### config.mk
export PLATFORM = sky130hd
export DESIGN_NAME = dsk_ctl_status
export DESIGN_NICKNAME = d
export VERILOG_FILES = /design/src/rtl/dsk_ctl_pkg.sv /design/src/rtl/dsk_ctl_decode.sv /design/src/rtl/dsk_ctl_regs.sv /design/src/rtl/dsk_ctl_flags.sv /design/src/rtl/dsk_ctl_status.sv
export SDC_FILE = /design/constraint.sdc
export NUM_CORES = 1
export LEC_CHECK = 0
export ABC_AREA = 1
export BUFFER_PORTS_ARGS = -buffer_cell sky130_fd_sc_hd__buf_2
export CORE_ASPECT_RATIO = 1.5
export CORE_MARGIN = 5
export CORE_UTILIZATION = 38
export DETAILED_ROUTE_END_ITERATION = 8
export MAX_ROUTING_LAYER = met4
export PLACE_DENSITY = 0.67
export SYNTH_ARGS = -nofsm -noshare
export SYNTH_HDL_FRONTEND = slang
export SYNTH_SLANG_ARGS = --single-unit
### constraint.sdc
create_clock -name clk -period 1.8 [get_ports clk]
set_clock_uncertainty 0.05 [all_clocks]
set_input_delay 0.18 -clock clk [delete_from_list [all_inputs] [get_ports clk]]
set_output_delay 0.18 -clock clk [all_outputs]
set_load 0.05 [all_outputs]
### src/rtl/dsk_ctl_pkg.sv
package dsk_ctl_pkg;
  localparam int unsigned WORD_W = 12;
  localparam int unsigned FUNC_W = 3;

  typedef enum logic [FUNC_W-1:0] {
    FN_SKIP   = 3'd0,
    FN_CLEAR  = 3'd1,
    FN_LDCMD  = 3'd2,
    FN_LDADDR = 3'd3,
    FN_LDCUR  = 3'd4,
    FN_RDSTAT = 3'd5,
    FN_RDBUF  = 3'd6,
    FN_NONE   = 3'd7
  } io_fn_e;

  typedef struct packed {
    logic clr_flags;
    logic clr_cmd;
    logic clr_addr;
    logic clr_crc;
    logic ld_cmd;
    logic ld_addr;
    logic busy_err;
    logic skip_req;
    logic ac_clear;
  } dec_t;

  localparam int unsigned ST_DONE = 11;
  localparam int unsigned ST_MOTOR = 10;
  localparam int unsigned ST_WLOCK = 9;
  localparam int unsigned ST_BUSY = 8;
  localparam int unsigned ST_SERR = 7;
  localparam int unsigned CMD_IE = 0;
endpackage

### src/rtl/dsk_ctl_decode.sv
module dsk_ctl_decode
  import dsk_ctl_pkg::*;
#(
  parameter int unsigned W = WORD_W
) (
  input  logic                 io_strobe,
  input  logic [FUNC_W-1:0]    io_func,
  input  logic [W-1:0]         io_ac,
  input  logic                 recal_active,
  input  logic                 write_lock,
  output dec_t                 dec
);
  logic [1:0] clr_code;
  logic is_clr, is_cur;

  assign clr_code = io_ac[1:0];
  assign is_clr = io_strobe && (io_func == FN_CLEAR);
  assign is_cur = io_strobe && (io_func == FN_LDCUR);

  always_comb begin
    dec = '0;
    dec.ac_clear = is_clr;
    dec.skip_req = io_strobe && (io_func == FN_SKIP);
    dec.busy_err = recal_active && (is_clr || is_cur);
    if (is_clr && !recal_active) begin
      unique case (clr_code)
        2'b00: dec.clr_flags = 1'b1;
        2'b01: begin dec.clr_flags = 1'b1; dec.clr_cmd = 1'b1; end
        2'b10: dec.clr_crc = 1'b1;
        default: begin dec.clr_flags = 1'b1; dec.clr_cmd = 1'b1; dec.clr_addr = 1'b1; end
      endcase
    end
    dec.ld_cmd  = io_strobe && (io_func == FN_LDCMD) && !recal_active;
    dec.ld_addr = io_strobe && (io_func == FN_LDADDR) && !recal_active && !write_lock;
  end
endmodule

### src/rtl/dsk_ctl_regs.sv
module dsk_ctl_regs
  import dsk_ctl_pkg::*;
#(
  parameter int unsigned W = WORD_W
) (
  input  logic         clk,
  input  logic         rst_n,
  input  dec_t         dec,
  input  logic [W-1:0] io_ac,
  input  logic         crc_load,
  input  logic [W-1:0] crc_in,
  input  logic         recal_active,
  input  logic         write_lock,
  input  logic         io_strobe,
  input  logic [FUNC_W-1:0] io_func,
  output logic [W-1:0] cmd_q,
  output logic [W-1:0] addr_q,
  output logic [W-1:0] crc_q
);
  always_ff @(posedge clk) begin
    if (!rst_n) begin
      cmd_q  <= '0;
      addr_q <= '0;
      crc_q  <= '0;
    end else begin
      if (dec.clr_cmd) cmd_q <= '0;
      else if (dec.ld_cmd) cmd_q <= io_ac;
      if (dec.clr_addr) addr_q <= '0;
      else if (dec.ld_addr) addr_q <= io_ac;
      if (dec.clr_crc) crc_q <= '0;
      else if (crc_load) crc_q <= crc_in;
    end
  end

  assert_addr_lock_R7: assert property (@(posedge clk) disable iff (!rst_n)
    (io_strobe && io_func == FN_LDADDR && write_lock) |=> $stable(addr_q));
  assert_recal_cmd_R8: assert property (@(posedge clk) disable iff (!rst_n)
    (io_strobe && io_func == FN_LDCMD && recal_active) |=> $stable(cmd_q));
  assert_crc_keep_R5: assert property (@(posedge clk) disable iff (!rst_n)
    (!crc_load && !(io_strobe && io_func == FN_CLEAR && io_ac[1:0] == 2'b10))
      |=> $stable(crc_q));
endmodule

### src/rtl/dsk_ctl_flags.sv
module dsk_ctl_flags
  import dsk_ctl_pkg::*;
(
  input  logic clk,
  input  logic rst_n,
  input  dec_t dec,
  input  logic recal_active,
  input  logic xfer_done,
  input  logic io_strobe,
  input  logic [FUNC_W-1:0] io_func,
  output logic done_q,
  output logic busy_q,
  output logic serr_q
);
  always_ff @(posedge clk) begin
    if (!rst_n) begin
      done_q <= 1'b0;
      busy_q <= 1'b0;
      serr_q <= 1'b0;
    end else begin
      if (xfer_done) done_q <= 1'b1;
      else if (dec.clr_flags) done_q <= 1'b0;
      if (dec.busy_err) busy_q <= 1'b1;
      else if (dec.clr_flags) busy_q <= 1'b0;
      if (dec.busy_err || recal_active) serr_q <= 1'b1;
      else if (dec.clr_flags) serr_q <= 1'b0;
    end
  end

  assert_busy_set_R9: assert property (@(posedge clk) disable iff (!rst_n)
    (io_strobe && recal_active && (io_func == FN_CLEAR || io_func == FN_LDCUR))
      |=> (busy_q && serr_q));
  assert_done_set_R12: assert property (@(posedge clk) disable iff (!rst_n)
    xfer_done |=> done_q);
endmodule

### src/rtl/dsk_ctl_status.sv
module dsk_ctl_status
  import dsk_ctl_pkg::*;
#(
  parameter int unsigned W = WORD_W
) (
  input  logic          clk,
  input  logic          rst_n,
  input  logic          io_strobe,
  input  logic [2:0]    io_func,
  input  logic [W-1:0]  io_ac,
  input  logic          motor_off,
  input  logic          write_lock,
  input  logic          recal_active,
  input  logic          maint_mode,
  input  logic          drive_fault,
  input  logic          crc_load,
  input  logic [W-1:0]  crc_in,
  input  logic          xfer_done,
  output logic [W-1:0]  status_word,
  output logic [W-1:0]  cmd_word,
  output logic [W-1:0]  addr_word,
  output logic [W-1:0]  crc_word,
  output logic          ac_clear,
  output logic          skip,
  output logic          irq
);
  dec_t dec;
  logic done_q, busy_q, serr_q, serr_live;

  dsk_ctl_decode #(.W(W)) u_dec (
    .io_strobe(io_strobe), .io_func(io_func), .io_ac(io_ac),
    .recal_active(recal_active), .write_lock(write_lock), .dec(dec));

  dsk_ctl_regs #(.W(W)) u_regs (
    .clk(clk), .rst_n(rst_n), .dec(dec), .io_ac(io_ac),
    .crc_load(crc_load), .crc_in(crc_in), .recal_active(recal_active),
    .write_lock(write_lock), .io_strobe(io_strobe), .io_func(io_func),
    .cmd_q(cmd_word), .addr_q(addr_word), .crc_q(crc_word));

  dsk_ctl_flags u_flags (
    .clk(clk), .rst_n(rst_n), .dec(dec), .recal_active(recal_active),
    .xfer_done(xfer_done), .io_strobe(io_strobe), .io_func(io_func),
    .done_q(done_q), .busy_q(busy_q), .serr_q(serr_q));

  assign serr_live = serr_q || motor_off || drive_fault;

  always_comb begin
    status_word = '0;
    status_word[ST_DONE]  = done_q;
    status_word[ST_MOTOR] = motor_off;
    status_word[ST_WLOCK] = write_lock;
    status_word[ST_BUSY]  = busy_q;
    status_word[ST_SERR]  = serr_live;
  end

  assign ac_clear = dec.ac_clear;
  assign skip = dec.skip_req && (done_q || busy_q || (serr_live && !maint_mode));
  assign irq = busy_q || (cmd_word[CMD_IE] && done_q);

  assert_busy_irq_R11: assert property (@(posedge clk) disable iff (!rst_n)
    status_word[ST_BUSY] |-> irq);
  assert_maint_skip_R10: assert property (@(posedge clk) disable iff (!rst_n)
    (skip && maint_mode) |-> (status_word[ST_DONE] || status_word[ST_BUSY]));
  assert_clear_ac_R2: assert property (@(posedge clk) disable iff (!rst_n)
    ac_clear |-> (io_strobe && io_func == 3'd1));
endmodule

==> reports/metrics.yaml, run 1 <==
drt:
  routedWlPerCell_um: 10.8
  drc: 0
  wl_met2_mm: 2.15
  drtIter0Drc: 52
  via_count: 1682
  wirelength_met1_mm: 1.69
  dr_wl_met3_um: 284
  ant_nets: 0
  drt_pre_antenna_iters: 4
  routed_wl_mm: 4.23
  vias_per_cell: 4.29
  dr.max_layer_used: "met4"
sta:
  fin_crit_ns: 1.37
  fin_tns_setup_ns: 0
  hold_viol: 0
  setup_slack_ns: 0.430
  drv_slew: 0
  fmax_mhz: 730
  setup_viol: 0
  finalCritPeriodShare_pct: 76.1
  rsz0062_at_grt: "no"
outcome:
  outcome: "finished clean"
die:
  die_area_sq_mm: 0.00628
  rows: 30
  die_h_um: 94.6
  coreArea_sq_mm: 0.00458
  boundaryPins: 88
  die_w_um: 66.4
  floorplan.initialDensity_pct: 39.6
final_layout:
  fill_cells: 502
  drive_above_1_share_pct: 28.0
  antenna_cells: 0
  areaGrowthSynthToFinish_pct: 24.1
  nets: 366
  final_cell_area_sq_mm: 0.00225
setup_path:
  endpoint: "skip"
  rr_startpoint: "u_regs.cmd_q[0]"
  crit_arrival_ns: 1.14
  critical_path_class: "reg -> out"
  critPathTopFamily: "flip-flops"
  critical_path.startpoint: "u_flags.serr_q"
  end_kind: "output port"
  cp.depth: 5
  rr_worst_depth: 4
  r2r_end: "u_regs.cmd_q[0]"
  required_ns: 1.57
  cpMaxStageDelayCell: "dfxtp_1"
  path_cells: "nor2_1, nand2_1, nand2_1, a21oi_1, buf_2"
  path_max_fanout: 2
  path_buf_inv: 1
  cp-start-kind: "flip-flop"
  path_common_cell: "nand2_1"
  slowest_delay_ns: 0.33
  rrSetupSlack_ns: 1.07
global_routing:
  grt_overflow_total: 0
  grt_usage_pct: 14.5
  grt_max_degree: 25
  grt_pass1_vias: 1614
  grt_pass1_wl_mm: 6.93
  grt_antenna_before_repair: 0
synth:
  ys_warn_count: 0
  syn_avg_cell_area_sq_um: 7.09
  ys_async_sr_fraction_pct: 0
  yosys.area.top_type_share_pct: 43.0
  synth_most_common_cell: "nand2_1"
  yosysTopAreaCell: "dfxtp_1"
  synth_cells: 256
  yosysSeqAreaShare_pct: 43.0
  synth.distinct_cells: 16
  synth_edf_count: 0
  synthTopCellsByCount: "nand2_1, nor2_1, dfxtp_1"
  synth.ff_latch_count: 39
  syn_area_sq_mm: 0.00181
  synth_flop_cell: "dfxtp_1"
  synth.area.top_cells: "dfxtp_1, nand2_1, nor2_1"
pwr:
  p_leak_nw: 1.24
  peakVddDrop_uv: 430
  p_per_area_mw_per_mm2: 777
clock_network:
  cts-hold-fix-buffers: 0
  root_buffer: "clkbuf_8"
  cts_buffer_depth: 2
  cts_sinks: 39
  cts_made_buffers: 5
  clk_latency_ns: 0.28
  htreeDepth: 2
  post-cts-setup-buffers: 0
  clkSlewWorstSetupHoldPaths_ns: 0.06
  cts_resized: 0
  cts_tree: "yes"
placement:
  dp_hpwl_mm: 3.41
  place_congestion: 0.793
  pre_cts_ws_ns: 0.392
  numPortBuffers: 80
  placed_area_sq_mm: 0.00218
flow_run:
  max_cap_violations: 0
hold_path:
  hp-class: "in -> reg"
==> stage by stage <==
step	instances	total power, mW	hold slack [ns]	utilization, %
floorplan	262	1.18	0.236	-
global placement	386	1.24	0.323	47.6
detailed placement	386	1.25	0.328	47.6
CTS	392	1.78	0.0279	49.2
global route	392	1.85	0.0640	49.2
finish	392	1.75	0.0415	49.2
==> cells in the final DEF (no fill, tap or decap) <==
cell type	netlist	layout
dfxtp_1	39	39
nor2_4	2	2
inv_1	33	33
nand3b_1	1	1
nand3_1	32	32
clkbuf_1	0	1
clkbuf_8	0	5
o21ai_2	1	1
nand2_1	62	62
nor2_1	47	47
mux2i_1	12	12
buf_4	16	3
a21oi_1	1	1
conb_1	1	7
o21ai_0	1	1
nand2_2	1	1
buf_2	6	80
==> area by class of cell <==
cell class	count	area [sq um]	share of cell area, %
Tap cell	64	80.1	3.56
Inverter	33	124	5.50
Multi-Input combinational cell	167	771	34.2
Clock buffer	6	72.6	3.22
Timing Repair Buffer	83	423	18.8
Sequential cell	39	781	34.7
==> worst register-to-register path: stages (launching register included) <==
cell	delay, ns
dfxtp_1	0.38
nand2_1	0.07
nand2_1	0.07
inv_1	0.03
nor2_1	0.07
==> flip-flops by register name (all words and copies together), names as in the netlist <==
register / cells
u_flags.busy_q: 1
u_flags.done_q: 1
u_flags.serr_q: 1
u_regs.addr_q: 12
u_regs.cmd_q: 12
u_regs.crc_q: 12
==> power breakdown <==
group / leakage (nW) / internal (mW) / switching (mW)
logic: 0.889 / 0.0856 / 0.238
registers: 0.318 / 0.889 / 0.0126
clock network: 0.0371 / 0.258 / 0.265
total: 1.24 / 1.23 / 0.515
==> kinds of logic (layout without fill, tap and decap cells) <==
kind of cell / Yosys count / after routing / share of synthesized area (%)
and+or+nand+nor: 145 / 145 / 33.4
AOI/OAI and AO/OA: 3 / 3 / 1.03
muxes: 12 / 12 / 6.62
buffers and inverters: 56 / 122 / 15.7
other: 1 / 7 / 0.207
DFF: 39 / 39 / 43.0
==> how the worst min path moves through the flow <==
stage / start / endpoint / slack (ns) / cells after the start
4_1_cts: xfer_done / u_flags.done_q / 0.03 / 3
3_5_place_dp: xfer_done / u_flags.done_q / 0.33 / 3
3_3_place_gp: xfer_done / u_flags.done_q / 0.32 / 3
2_1_floorplan: xfer_done / u_flags.done_q / 0.24 / 2
5_1_grt: xfer_done / u_flags.done_q / 0.06 / 3
6_report: xfer_done / u_flags.done_q / 0.04 / 3
==> per-layer routing <==
layer	GRT usage, %	vias up
li1	-	899
met1	14.3	716
met2	26.1	58
met3	3.69	9
met4	6.44	0
met5	-	-
No activity file was read; power rests on OpenSTA's default activity.
==> inputs of run 2 (changes only) <==
- clock period: 1.8 -> 1.4 ns (I/O delays scaled with it)
==> run 2 against run 1 <==
Compared with the run above:
- via count up 2.7%
- highest routed layer unchanged
- largest cell class unchanged
- clock power is 40% higher
- global-route usage rose by 0.13 points
==> reports/metrics.yaml, run 2 (synthesized netlist as in run 1, its figures left out) <==
die:
  die_w_um: 66.4  # unchanged
  coreArea_sq_mm: 0.00458  # unchanged
  rows: 30  # unchanged
  floorplan.initialDensity_pct: 39.6  # unchanged
  die_area_sq_mm: 0.00628  # unchanged
  die_h_um: 94.6  # unchanged
  boundaryPins: 88  # unchanged
setup_path:
  rrSetupSlack_ns: 0.69  # -0.38 ns
  rr_worst_depth: 4  # unchanged
  critical_path_class: "reg -> out"
  required_ns: 1.21  # -0.36 ns
  end_kind: "output port"
  path_max_fanout: 4  # +2
  cp-start-kind: "flip-flop"
  crit_arrival_ns: 1.09  # -0.05 ns
pwr:
  p_leak_nw: 1.26  # +1.7%
  peakVddDrop_uv: 616  # +43%
  p_int_mw: 1.61  # +30%
  power_frac_comb_pct: 18.3  # -0.2 points
  switching_share_pct: 30.7  # +1.2 points
  pwr-share-clk_pct: 31.7  # +1.8 points
  pwr-share-seq_pct: 50.0  # -1.6 points
  p_per_area_mw_per_mm2: 1000  # +29%
  power.total_mw: 2.32  # +32%
  power_switching_mw: 0.710  # +38%
drt:
  routed_wl_mm: 4.32  # +2.2%
  drt_pre_antenna_iters: 3  # -1
  vias_per_cell: 4.34  # +1.2%
  drc: 0  # unchanged
  routedWlPerCell_um: 10.9  # +0.68%
  via_count: 1728  # +2.7%
  drtIter0Drc: 52  # unchanged
  ant_nets: 0  # unchanged
placement:
  dp_hpwl_mm: 3.45  # +0.92%
  pre_cts_ws_ns: 0.101  # -0.291 ns
  place_congestion: 0.800  # +0.82%
  numPortBuffers: 80  # unchanged
clock_network:
  cts_tree: "yes"
  root_buffer: "clkbuf_8"
  cts_buffer_depth: 2  # unchanged
  post-cts-setup-buffers: 0  # unchanged
  cts_made_buffers: 5  # unchanged
  clk_latency_ns: 0.28  # about the same
  clkSlewWorstSetupHoldPaths_ns: 0.07  # about the same
  htreeDepth: 2  # unchanged
  cts_sinks: 39  # unchanged
global_routing:
  grt_pass1_vias: 1596  # -1.1%
  grt_usage_pct: 14.6  # +0.13 points
  grt_antenna_before_repair: 0  # unchanged
  grt_pass1_wl_mm: 6.94  # +0.20%
  grt_overflow_total: 0  # unchanged
  grt_max_degree: 25  # unchanged
hold_path:
  hp-class: "in -> reg"
  min_path_cells: 3  # unchanged
final_layout:
  areaGrowthSynthToFinish_pct: 27.0
  final_util_pct: 50.3  # +1.2 points
  fill_cells: 487  # -3.0%
  final_common_cell: "buf_2"
  reg_top3: "u_regs.addr_q x12, u_regs.cmd_q x12, u_regs.crc_q x12"
  nets: 370  # +1.1%
  drive_above_1_share_pct: 29.6  # +1.6 points
  antenna_cells: 0  # unchanged
  most-common-layout-cells: "buf_2, nand2_1, nor2_1"
sta:
  finalCritPeriodShare_pct: 91.6
  fmax_mhz: 779
  hold_viol: 0  # unchanged
  fin_tns_setup_ns: 0  # unchanged
  rsz0062_at_grt: "no"
  fin_crit_ns: 1.28
  setup_viol: 0  # unchanged
  setup_slack_ns: 0.117  # -0.313 ns
  drv_slew: 0  # unchanged
outcome:
  outcome: "finished clean"
flow_run:
  max_cap_violations: 0  # unchanged
## run 2: changes by cell type in the layout (fill, tap and decap cells not counted), sizes merged
cell,before,now
clkinvlp,0,1
clkinv,0,1
buf,83,86
dlygate4sd3,0,1
## run 2: worst max-delay path, stage by stage, from the launching register on
cell and delay, ns:
dfxtp_1 0.37, nor2_1 0.08, nor2_2 0.10, buf_2 0.26
## run 2: through the flow
step,hold WS (ns),std cells,area [sq um]
6_report,0.0574,398,2300
5_1_grt,0.0614,398,2300
4_1_cts,0.0528,398,2300
3_5_place_dp,0.287,389,2210
3_3_place_gp,0.287,389,2210
2_1_floorplan,0.196,262,1840
## run 2: worst paths after layout
kind,start,end
max,u_flags.busy_q,irq
min,crc_in[8],u_regs.crc_q[8]
max reg2reg,u_regs.cmd_q[0],u_regs.cmd_q[0]
min reg2reg,u_flags.serr_q,u_flags.serr_q
## run 2: power groups by stage
stage	Combinational (mW)	Sequential (mW)	Clock [mW]
after floorplan	0.237	1.28	0
after global placement	0.420	1.18	0
after detailed placement	0.424	1.18	0
after CTS	0.427	1.16	0.755
after global routing	0.456	1.16	0.810
final	0.424	1.16	0.734
## run 2: routing by layer
layer	up-vias	GRT usage, %	wire length (um)
li1	907	-	-
met1	743	16.3	1820
met2	70	24.7	2090
met3	8	4.05	335
met4	0	5.08	73
met5	-	-	0
## run 2: timing repair
action,in CTS,in global routing
resized for setup,0,2
endpoints found under the hold margin,1,0
endpoints found under the setup margin,0,1
hold buffers,1,0
## run 2: layout make-up
cell class | instances | area (sq um) | share of cell area, %
inverters | 33 | 124 | 5.37
well taps | 64 | 80.1 | 3.47
clock buffers | 6 | 72.6 | 3.15
clock inverters | 2 | 12.5 | 0.543
multi-input cells | 167 | 777 | 33.7
flip-flops and latches | 39 | 781 | 33.9
repair buffers | 87 | 458 | 19.9
